File: src/rtl/mcs_pkg.sv
package mcs_pkg;
    localparam int XLEN    = 32;
    localparam int REG_CNT = 32;

    localparam logic [5:0] OP_RTYPE = 6'h00;
    localparam logic [5:0] OP_JMP   = 6'h02;
    localparam logic [5:0] OP_BEQ   = 6'h04;
    localparam logic [5:0] OP_BNE   = 6'h05;
    localparam logic [5:0] OP_ADDI  = 6'h08;
    localparam logic [5:0] OP_SLTI  = 6'h0A;
    localparam logic [5:0] OP_ANDI  = 6'h0C;
    localparam logic [5:0] OP_ORI   = 6'h0D;
    localparam logic [5:0] OP_XORI  = 6'h0E;
    localparam logic [5:0] OP_LW    = 6'h23;
    localparam logic [5:0] OP_SW    = 6'h2B;

    localparam logic [10:0] FN_ADD = 11'h020;
    localparam logic [10:0] FN_SUB = 11'h022;
    localparam logic [10:0] FN_AND = 11'h024;
    localparam logic [10:0] FN_OR  = 11'h025;
    localparam logic [10:0] FN_XOR = 11'h026;
    localparam logic [10:0] FN_SLT = 11'h02A;

    typedef enum logic [2:0] {ALU_ADD, ALU_SUB, ALU_AND, ALU_OR, ALU_XOR, ALU_SLT} alu_op_e;

    typedef enum logic [2:0] {CL_RR, CL_RI, CL_LD, CL_ST, CL_BR, CL_JMP, CL_BAD} iclass_e;

    typedef enum logic [3:0] {
        S_IF_REQ, S_IF_LAT, S_DECODE, S_EX_RR, S_EX_RI, S_ADDR,
        S_MEM_RD, S_MEM_WR, S_LD_WB, S_ALU_WB, S_BRANCH, S_JUMP
    } state_e;

    typedef struct packed {
        iclass_e    cls;
        alu_op_e    op;
        logic       imm_zext;
        logic       br_ne;
        logic [4:0] dst;
    } dec_t;

    typedef struct packed {
        state_e            st;
        logic [XLEN-1:0]   pc;
        logic [XLEN-1:0]   ir;
        logic [XLEN-1:0]   a;
        logic [XLEN-1:0]   b;
        logic [XLEN-1:0]   res;
    } core_regs_t;
endpackage

File: src/rtl/mcs_regfile.sv
module mcs_regfile #(
    parameter int W     = 32,
    parameter int DEPTH = 32,
    localparam int AW   = $clog2(DEPTH)
) (
    input  logic          clk,
    input  logic          rst_n,
    input  logic [AW-1:0] ra_a,
    input  logic [AW-1:0] ra_b,
    output logic [W-1:0]  rd_a,
    output logic [W-1:0]  rd_b,
    input  logic          we,
    input  logic [AW-1:0] wa,
    input  logic [W-1:0]  wd
);
    logic [W-1:0] ent [DEPTH];

    for (genvar gi = 0; gi < DEPTH; gi++) begin : g_ent
        if (gi == 0) begin : g_zero
            assign ent[gi] = '0;
        end else begin : g_reg
            logic [W-1:0] val_q;
            always_ff @(posedge clk or negedge rst_n) begin
                if (!rst_n)
                    val_q <= '0;
                else if (we && wa == AW'(gi))
                    val_q <= wd;
            end
            assign ent[gi] = val_q;
        end
    end

    assign rd_a = ent[ra_a];
    assign rd_b = ent[ra_b];
endmodule

File: src/rtl/mcs_decode.sv
module mcs_decode
    import mcs_pkg::*;
(
    input  logic [5:0]  opcode,
    input  logic [10:0] funct,
    input  logic [4:0]  rt_fld,
    input  logic [4:0]  rd_fld,
    output dec_t        dec
);
    always_comb begin
        dec          = '0;
        dec.cls      = CL_BAD;
        dec.op       = ALU_ADD;
        dec.dst      = rt_fld;
        case (opcode)
            OP_RTYPE: begin
                dec.cls = CL_RR;
                dec.dst = rd_fld;
                case (funct)
                    FN_ADD:  dec.op = ALU_ADD;
                    FN_SUB:  dec.op = ALU_SUB;
                    FN_AND:  dec.op = ALU_AND;
                    FN_OR:   dec.op = ALU_OR;
                    FN_XOR:  dec.op = ALU_XOR;
                    FN_SLT:  dec.op = ALU_SLT;
                    default: dec.cls = CL_BAD;
                endcase
            end
            OP_ADDI: begin dec.cls = CL_RI; dec.op = ALU_ADD; end
            OP_SLTI: begin dec.cls = CL_RI; dec.op = ALU_SLT; end
            OP_ANDI: begin dec.cls = CL_RI; dec.op = ALU_AND; dec.imm_zext = 1'b1; end
            OP_ORI:  begin dec.cls = CL_RI; dec.op = ALU_OR;  dec.imm_zext = 1'b1; end
            OP_XORI: begin dec.cls = CL_RI; dec.op = ALU_XOR; dec.imm_zext = 1'b1; end
            OP_LW:   dec.cls = CL_LD;
            OP_SW:   dec.cls = CL_ST;
            OP_BEQ:  dec.cls = CL_BR;
            OP_BNE:  begin dec.cls = CL_BR; dec.br_ne = 1'b1; end
            OP_JMP:  dec.cls = CL_JMP;
            default: dec.cls = CL_BAD;
        endcase
    end
endmodule

File: src/rtl/mcs_alu.sv
module mcs_alu
    import mcs_pkg::*;
#(
    parameter int W = 32
) (
    input  alu_op_e      op,
    input  logic [W-1:0] x,
    input  logic [W-1:0] y,
    output logic [W-1:0] r
);
    always_comb begin
        case (op)
            ALU_ADD: r = x + y;
            ALU_SUB: r = x - y;
            ALU_AND: r = x & y;
            ALU_OR:  r = x | y;
            ALU_XOR: r = x ^ y;
            ALU_SLT: r = ($signed(x) < $signed(y)) ? W'(1) : '0;
            default: r = '0;
        endcase
    end
endmodule

File: src/rtl/mc_seq_core.sv
module mc_seq_core
    import mcs_pkg::*;
#(
    parameter logic [31:0] RESET_PC = 32'h0
) (
    input  logic        clk,
    input  logic        rst_n,
    output logic [31:0] mem_addr_o,
    output logic [31:0] mem_wdata_o,
    output logic        mem_we_o,
    input  logic [31:0] mem_rdata_i,
    output logic        done_o
);
    localparam int RAW = $clog2(REG_CNT);

    core_regs_t cq, cd;
    dec_t       dec;

    logic [XLEN-1:0] rf_rd_a, rf_rd_b, rf_wd;
    logic            rf_we;
    logic [RAW-1:0]  rf_wa;
    alu_op_e         alu_op;
    logic [XLEN-1:0] alu_x, alu_y, alu_r;
    logic [XLEN-1:0] simm, zimm, imm_ext;

    mcs_decode u_dec (
        .opcode (cq.ir[31:26]),
        .funct  (cq.ir[10:0]),
        .rt_fld (cq.ir[20:16]),
        .rd_fld (cq.ir[15:11]),
        .dec    (dec)
    );

    mcs_regfile #(.W(XLEN), .DEPTH(REG_CNT)) u_rf (
        .clk   (clk),
        .rst_n (rst_n),
        .ra_a  (cq.ir[25:21]),
        .ra_b  (cq.ir[20:16]),
        .rd_a  (rf_rd_a),
        .rd_b  (rf_rd_b),
        .we    (rf_we),
        .wa    (rf_wa),
        .wd    (rf_wd)
    );

    mcs_alu #(.W(XLEN)) u_alu (
        .op (alu_op),
        .x  (alu_x),
        .y  (alu_y),
        .r  (alu_r)
    );

    assign simm    = {{(XLEN-16){cq.ir[15]}}, cq.ir[15:0]};
    assign zimm    = {{(XLEN-16){1'b0}}, cq.ir[15:0]};
    assign imm_ext = dec.imm_zext ? zimm : simm;

    always_comb begin
        cd          = cq;
        rf_we       = 1'b0;
        rf_wa       = dec.dst;
        rf_wd       = cq.res;
        alu_op      = dec.op;
        alu_x       = cq.a;
        alu_y       = cq.b;
        mem_addr_o  = cq.pc;
        mem_wdata_o = cq.b;
        mem_we_o    = 1'b0;
        done_o      = 1'b0;
        case (cq.st)
            S_IF_REQ: cd.st = S_IF_LAT;
            S_IF_LAT: begin
                cd.ir = mem_rdata_i;
                cd.pc = cq.pc + 32'd4;
                cd.st = S_DECODE;
            end
            S_DECODE: begin
                cd.a = rf_rd_a;
                cd.b = rf_rd_b;
                case (dec.cls)
                    CL_RR:        cd.st = S_EX_RR;
                    CL_RI:        cd.st = S_EX_RI;
                    CL_LD, CL_ST: cd.st = S_ADDR;
                    CL_BR:        cd.st = S_BRANCH;
                    CL_JMP:       cd.st = S_JUMP;
                    default: begin
                        cd.st  = S_IF_REQ;
                        done_o = 1'b1;
                    end
                endcase
            end
            S_EX_RR: begin
                cd.res = alu_r;
                cd.st  = S_ALU_WB;
            end
            S_EX_RI: begin
                alu_y  = imm_ext;
                cd.res = alu_r;
                cd.st  = S_ALU_WB;
            end
            S_ADDR: begin
                alu_op = ALU_ADD;
                alu_y  = simm;
                cd.res = alu_r;
                cd.st  = (dec.cls == CL_LD) ? S_MEM_RD : S_MEM_WR;
            end
            S_MEM_RD: begin
                mem_addr_o = cq.res;
                cd.st      = S_LD_WB;
            end
            S_LD_WB: begin
                rf_we  = 1'b1;
                rf_wd  = mem_rdata_i;
                done_o = 1'b1;
                cd.st  = S_IF_REQ;
            end
            S_MEM_WR: begin
                mem_addr_o = cq.res;
                mem_we_o   = 1'b1;
                done_o     = 1'b1;
                cd.st      = S_IF_REQ;
            end
            S_ALU_WB: begin
                rf_we  = 1'b1;
                done_o = 1'b1;
                cd.st  = S_IF_REQ;
            end
            S_BRANCH: begin
                if ((cq.a == cq.b) ^ dec.br_ne)
                    cd.pc = cq.pc + {simm[XLEN-3:0], 2'b00};
                done_o = 1'b1;
                cd.st  = S_IF_REQ;
            end
            S_JUMP: begin
                cd.pc  = {cq.pc[31:28], cq.ir[25:0], 2'b00};
                done_o = 1'b1;
                cd.st  = S_IF_REQ;
            end
            default: cd.st = S_IF_REQ;
        endcase
    end

    always_ff @(posedge clk or negedge rst_n) begin
        if (!rst_n) begin
            cq     <= '0;
            cq.st  <= S_IF_REQ;
            cq.pc  <= RESET_PC;
        end else begin
            cq <= cd;
        end
    end
endmodule

File: config.mk
export PLATFORM = sky130hd
export DESIGN_NAME = mc_seq_core
export DESIGN_NICKNAME = d
export VERILOG_FILES = /design/src/rtl/mcs_pkg.sv /design/src/rtl/mcs_regfile.sv /design/src/rtl/mcs_decode.sv /design/src/rtl/mcs_alu.sv /design/src/rtl/mc_seq_core.sv
export SDC_FILE = /design/constraint.sdc
export NUM_CORES = 2
export LEC_CHECK = 0
export BUFFER_PORTS_ARGS = -buffer_cell sky130_fd_sc_hd__buf_2
export CORE_MARGIN = 8
export CORE_UTILIZATION = 52
export CTS_CLUSTER_DIAMETER = 40
export DETAILED_ROUTE_END_ITERATION = 10
export PLACE_DENSITY = 0.68
export SYNTH_ARGS = -nofsm -noshare
export SYNTH_HDL_FRONTEND = slang
export SYNTH_HIERARCHICAL = 1
export SYNTH_SLANG_ARGS = --single-unit
File: constraint.sdc
create_clock -name clk -period 9.6 [get_ports clk]
set_input_delay 1.92 -clock clk [delete_from_list [all_inputs] [get_ports clk]]
set_output_delay 1.92 -clock clk [all_outputs]
set_load 0.05 [all_outputs]
== Word-level counts from Yosys, hierarchy flattened ==
Cells that the tools add are included.
Storage, ports and cells
  register bits: 1156
  input bits: 34
  output and inout bits: 66
Operators by class
  add/sub/neg operators: 4
  magnitude comparators: 3
  equal/unequal tests: 70
  mux-type cells: 29
  bitwise gates (word level): 7
  reductions and logical operators: 50
Operator list (count)
  $bmux W32 S5: 2
  $mux W32: 8
  $pmux W32 S6: 1
  $pmux W32 S3: 1
  $eq A5 B5 Y1 const B: 16
  $eq A11 B6 Y1 const B: 6
  $add A32 B32 Y32: 2
  $pmux W32 S2: 1
  $eq A5 B4 Y1 const B: 8
  $add A32 B3 Y32 const B: 1
  $and A32 B32 Y32: 1
  $eq A32 B32 Y1: 1
  $lt A32 B32 Y1: 1
  $or A32 B32 Y32: 1
  $sub A32 B32 Y32: 1
  $xor A32 B32 Y32: 1
  $logic_and A1 B1 Y1: 31
  $eq A6 B4 Y1 const B: 5
  $pmux W3 S5: 2
  $pmux W4 S6: 1
  $eq A5 B3 Y1 const B: 4
  $pmux W4 S5: 1
  $pmux W3 S6: 1
  $eq A4 B3 Y1 const B: 4
  31 further kinds: 62

== Logic depth before layout (Yosys ltp) ==
  depth in word-level cells: 8
  depth in mapped cells: 21
  mapped depth without buffers: 19

== Modules after synthesis ==
Netlist, hierarchy kept.
By module, submodules not included
  mcs_regfile: times used 1, cells each 3639, area each 53226.0 um^2, seq. area each 24823.8 um^2
  mc_seq_core: times used 1, cells each 914, area each 9535.4 um^2, seq. area each 4053.9 um^2
  mcs_alu: times used 1, cells each 766, area each 4872.2 um^2, seq. area each 0.0 um^2
  mcs_decode: times used 1, cells each 52, area each 364.1 um^2, seq. area each 0.0 um^2

== Worst setup path after synthesis ==
OpenSTA, ideal clock, no wires.
  path kind: register to output
  start: reg cq[124] (netlist bit)
  end: out done_o
  arrival: 2.680 ns
  setup slack: 5.000 ns
  cell stages (with the launch flop): 7
  cell sequence: dfrtp_1 -> clkbuf_1 -> nor4_4 -> nand2_1 -> o221ai_1 -> a32oi_1 -> o21ai_0
RTL lines
  from (decl): RTL line mc_seq_core.sv:16  | core_regs_t cq, cd;
  to (decl): RTL line mc_seq_core.sv:12  | output logic done_o

== Worst setup path after layout ==
  start: reg cq[163] (netlist bit)
  end: reg cq[0] (netlist bit)
Between the ends
  cells in the longest elaborated chain, start to end: 5
Ends and longest elaborated chain
  $eq A4 B3 Y1: RTL line mc_seq_core.sv:69  | case (cq.st)
  $pmux W32 S2 (*): RTL line mc_seq_core.sv:69
  net alu_y[16]: RTL line mc_seq_core.sv:23  | logic [XLEN-1:0] alu_x, alu_y, alu_r;
  $lt A32 B32 Y1 (*): RTL line mcs_alu.sv:18  | ALU_SLT: r = ($signed(x) < $signed(y)) ? W'(1) : '0;
  $mux W1 (*): RTL line mcs_alu.sv:18
  $pmux W32 S6 (*): RTL line mcs_alu.sv:12  | case (op)
  net alu_r[0]: RTL line mc_seq_core.sv:23
The timed path passes the listed nets; every way through them passes the cells marked *.
A chain may end at the register's enable or synchronous reset.

==> impl_results.md <==
* Cell area after placement at 69200 sq um
* Post-synthesis async set-or-reset flop share at 1.00
* Startpoint types: flip-flop
* Final Max Tran Viols at 0
* EDFF count, synth at 0
* Via/cell ratio at 6.74
* Post-Syn Area at 68000 sq um
* Setup tns final at 0 ns
* WL/cell at 30.2 microns
* Pin count of the biggest net entering global routing at 169
* Synth Register Bits at 1154
* DRT iter0 DRCs at 4628
* Fin. Hold Viols at 0
* Buffer depth of the longest clock path at 3
* Setup crit end kind: flip-flop
* WL final at 213000 microns
* Worst Path Max Fanout at 17
* Post-DP HPWL at 130000 microns
* Max_cap viols at 0
* Clk pin slew, worst setup/hold paths at 0.05 ns
* Clock sink count at 1154
* Initial core utilization at 0.524
* CORE AREA at 130000 sq um
* Total number of vias at 47600
* First-pass GRT wire length at 319000 microns
* PD cells at 353 nW/um^2
* Peak supply drop at 250 uV
* Finished Layout Cells at 7066
* RSZ-0062 raised after global routing: no
* CTS tree: done
* Die width at 378 microns
* Post-route cell area at 74900 sq um
* I/O pins at 100
* Final period util at 0.615
* Syn. warnings at 6
* Gr usage total at 0.295
* Resize count post-CTS at 0
* Hold bufs inserted after CTS at 0
* Total congestion overflow at 0
* Row Count at 132
* GPL Wtd Cong at 0.958
* Achievable Freq at 169 MHz
* CTS Buf Count at 156
* Outcome: finished clean
* Total DRC errors in the routed layout at 0
* Post-Syn Instances at 5371
* Syn_area_per_cell at 12.7 sq um
* Layout Skew at 0.0424 ns
* Slew @ Worst Pin at 1.25 ns
* WS Path Type: flip-flop to flip-flop
* PortBufs at 99
* Die Y at 378 microns
* Final setup vio count at 0
* CTS Root Cell: clkbuf_16
* Worst slew margin at 0.165
* Placed Cells at 6773
* DRT Pass-1 Iters at 6
* Lkg Pwr at 34.3 nW
* Syn Nets at 5526
* Pwr Total at 26.5 mW
* Ys flop type: dfrtp_1
* Clock period minus worst slack at 5.90 ns
* Util after Layout at 0.578
* Final Net Count at 5344
* Antenna violations before repair at 4
* Sequential area share after synthesis at 0.425
* Share of cells above drive strength 1 at 0.390
* Area added between synthesis and finish at 10.2%
* Required @ worst endpoint at 10.26 ns
* Post-CTS Setup Inserts at 0
* Number of global-route vias before repair at 48100
* Worst skew pair latency at 0.81 ns
* Post-DRT Antenna Nets at 0
* Hold crit path type: flip-flop to flip-flop
* CTS H-tree depth at 4
* Area leader, netlist: dfrtp_1
* Die ar. at 143000 sq um
* Top area cells in the synthesized netlist: dfrtp_1 42%, mux2_2 19%, mux4_2 13%
* Post-synth cell types at 96
* CP Data Arrival Time at 6.56 ns
* Share of the synthesized area in the top cell type at 0.425
==> where the power goes <==
part           total (mW)  switching, mW  leakage (nW)  internal [mW]
clock                6.24           2.38          2.73           3.86
sequential           8.24           1.82          15.8           6.41
combinational        12.0           7.05          15.8           4.93
total                26.5           11.3          34.3           15.2
==> routing by layer <==
layer / GRT usage / vias up / routed length, microns
met5: 0 / - / 13
met4: 0.120 / 2 / 9020
met3: 0.0684 / 560 / 20200
met2: 0.451 / 2287 / 96600
met1: 0.409 / 24900 / 87300
li1: - / 19900 / -
==> worst max-delay path: stages, from the launching register on <==
cell	delay, ns
dfrtp_1	0.51
nand2b_1	0.24
nor2_2	0.76
nand3_1	0.94
nand2_1	0.35
inv_1	0.10
ha_1	0.42
or4_1	0.64
inv_1	0.09
a211oi_1	0.07
o31ai_1	0.22
a221o_1	0.30
a211oi_1	0.15
or3_1	0.33
a21oi_1	0.21
o221ai_1	0.13
mux2_2	0.29
==> synth_stat cells (all sizes together) (62+ instances only) <==
library cell  count
mux2           1251
dfrtp          1154
mux4            384
clkbuf          280
buf             256
nand2           244
a22o            194
mux2i           169
nor2            168
o21ai           151
a21oi           144
ha              118
inv              94
a211oi           81
o22ai            81
o31ai            69
xnor2            62
==> worst paths after layout <==
check                        start                        endpoint  slack, ns  cells after the start
setup / recovery           cq[163]                           cq[0]       3.70                     16
hold / removal             cq[159]                         cq[159]       0.46                      1
setup reg to reg           cq[163]                           cq[0]       3.70                     16
hold reg to reg            cq[159]                         cq[159]       0.46                      1
max in group asynchronous    rst_n  u_rf/g_ent[28].g_reg.val_q[10]       6.48                      3
min in group asynchronous    rst_n   u_rf/g_ent[8].g_reg.val_q[30]       1.13                      1
==> registers in the layout, indices dropped and copies added, names as in the netlist <==
name                    cells
u_rf/g_ent.g_reg.val_q    992
mem_wdata_o                32
alu_x                      32
cq                         98
==> kinds of logic after synthesis <==
logic type                 after synthesis  share of synthesized area
muxes                                 1804                      0.359
DFF                                   1154                      0.425
AOI/OAI and AO/OA                      866                     0.0885
and+or+nand+nor                        713                     0.0515
buffers and inverters                  636                     0.0436
adders and majority gates              121                     0.0226
xor gates and xnor gates                77                    0.00992
==> per-stage QoR <==
step | worst slack, ns | hold WS (ns)
finish | 3.70 | 0.465
global route | 3.44 | 0.491
detailed placement | 3.83 | 0.459
floorplan | 5.00 | 0.436
CTS | 3.78 | 0.469
global placement | 3.89 | 0.457
==> placed cells by master, fill, tap and decap left out, drive strengths merged, types with 108 or more instances in the layout <==
| master | count |
|---|---|
| mux2 | 1251 |
| dfrtp | 1154 |
| mux4 | 384 |
| nand2 | 244 |
| buf | 198 |
| a22o | 194 |
| clkbuf | 191 |
| mux2i | 169 |
| nor2 | 168 |
| o21ai | 151 |
| a21oi | 144 |
| ha | 118 |
| inv | 108 |
==> area by class of cell <==
cell class | instances | area, sq um
Fill cell | 10300 | 54700
Multi-Input combinational cell | 3581 | 36400
Sequential cell | 1154 | 28900
Clock buffer | 191 | 4230
Tap cell | 1742 | 2180
Clock inverter | 98 | 1460
Timing Repair Buffer | 198 | 1340
Inverter | 98 | 368
Antenna cell | 4 | 10.0
No activity file was read; power rests on OpenSTA's default activity.
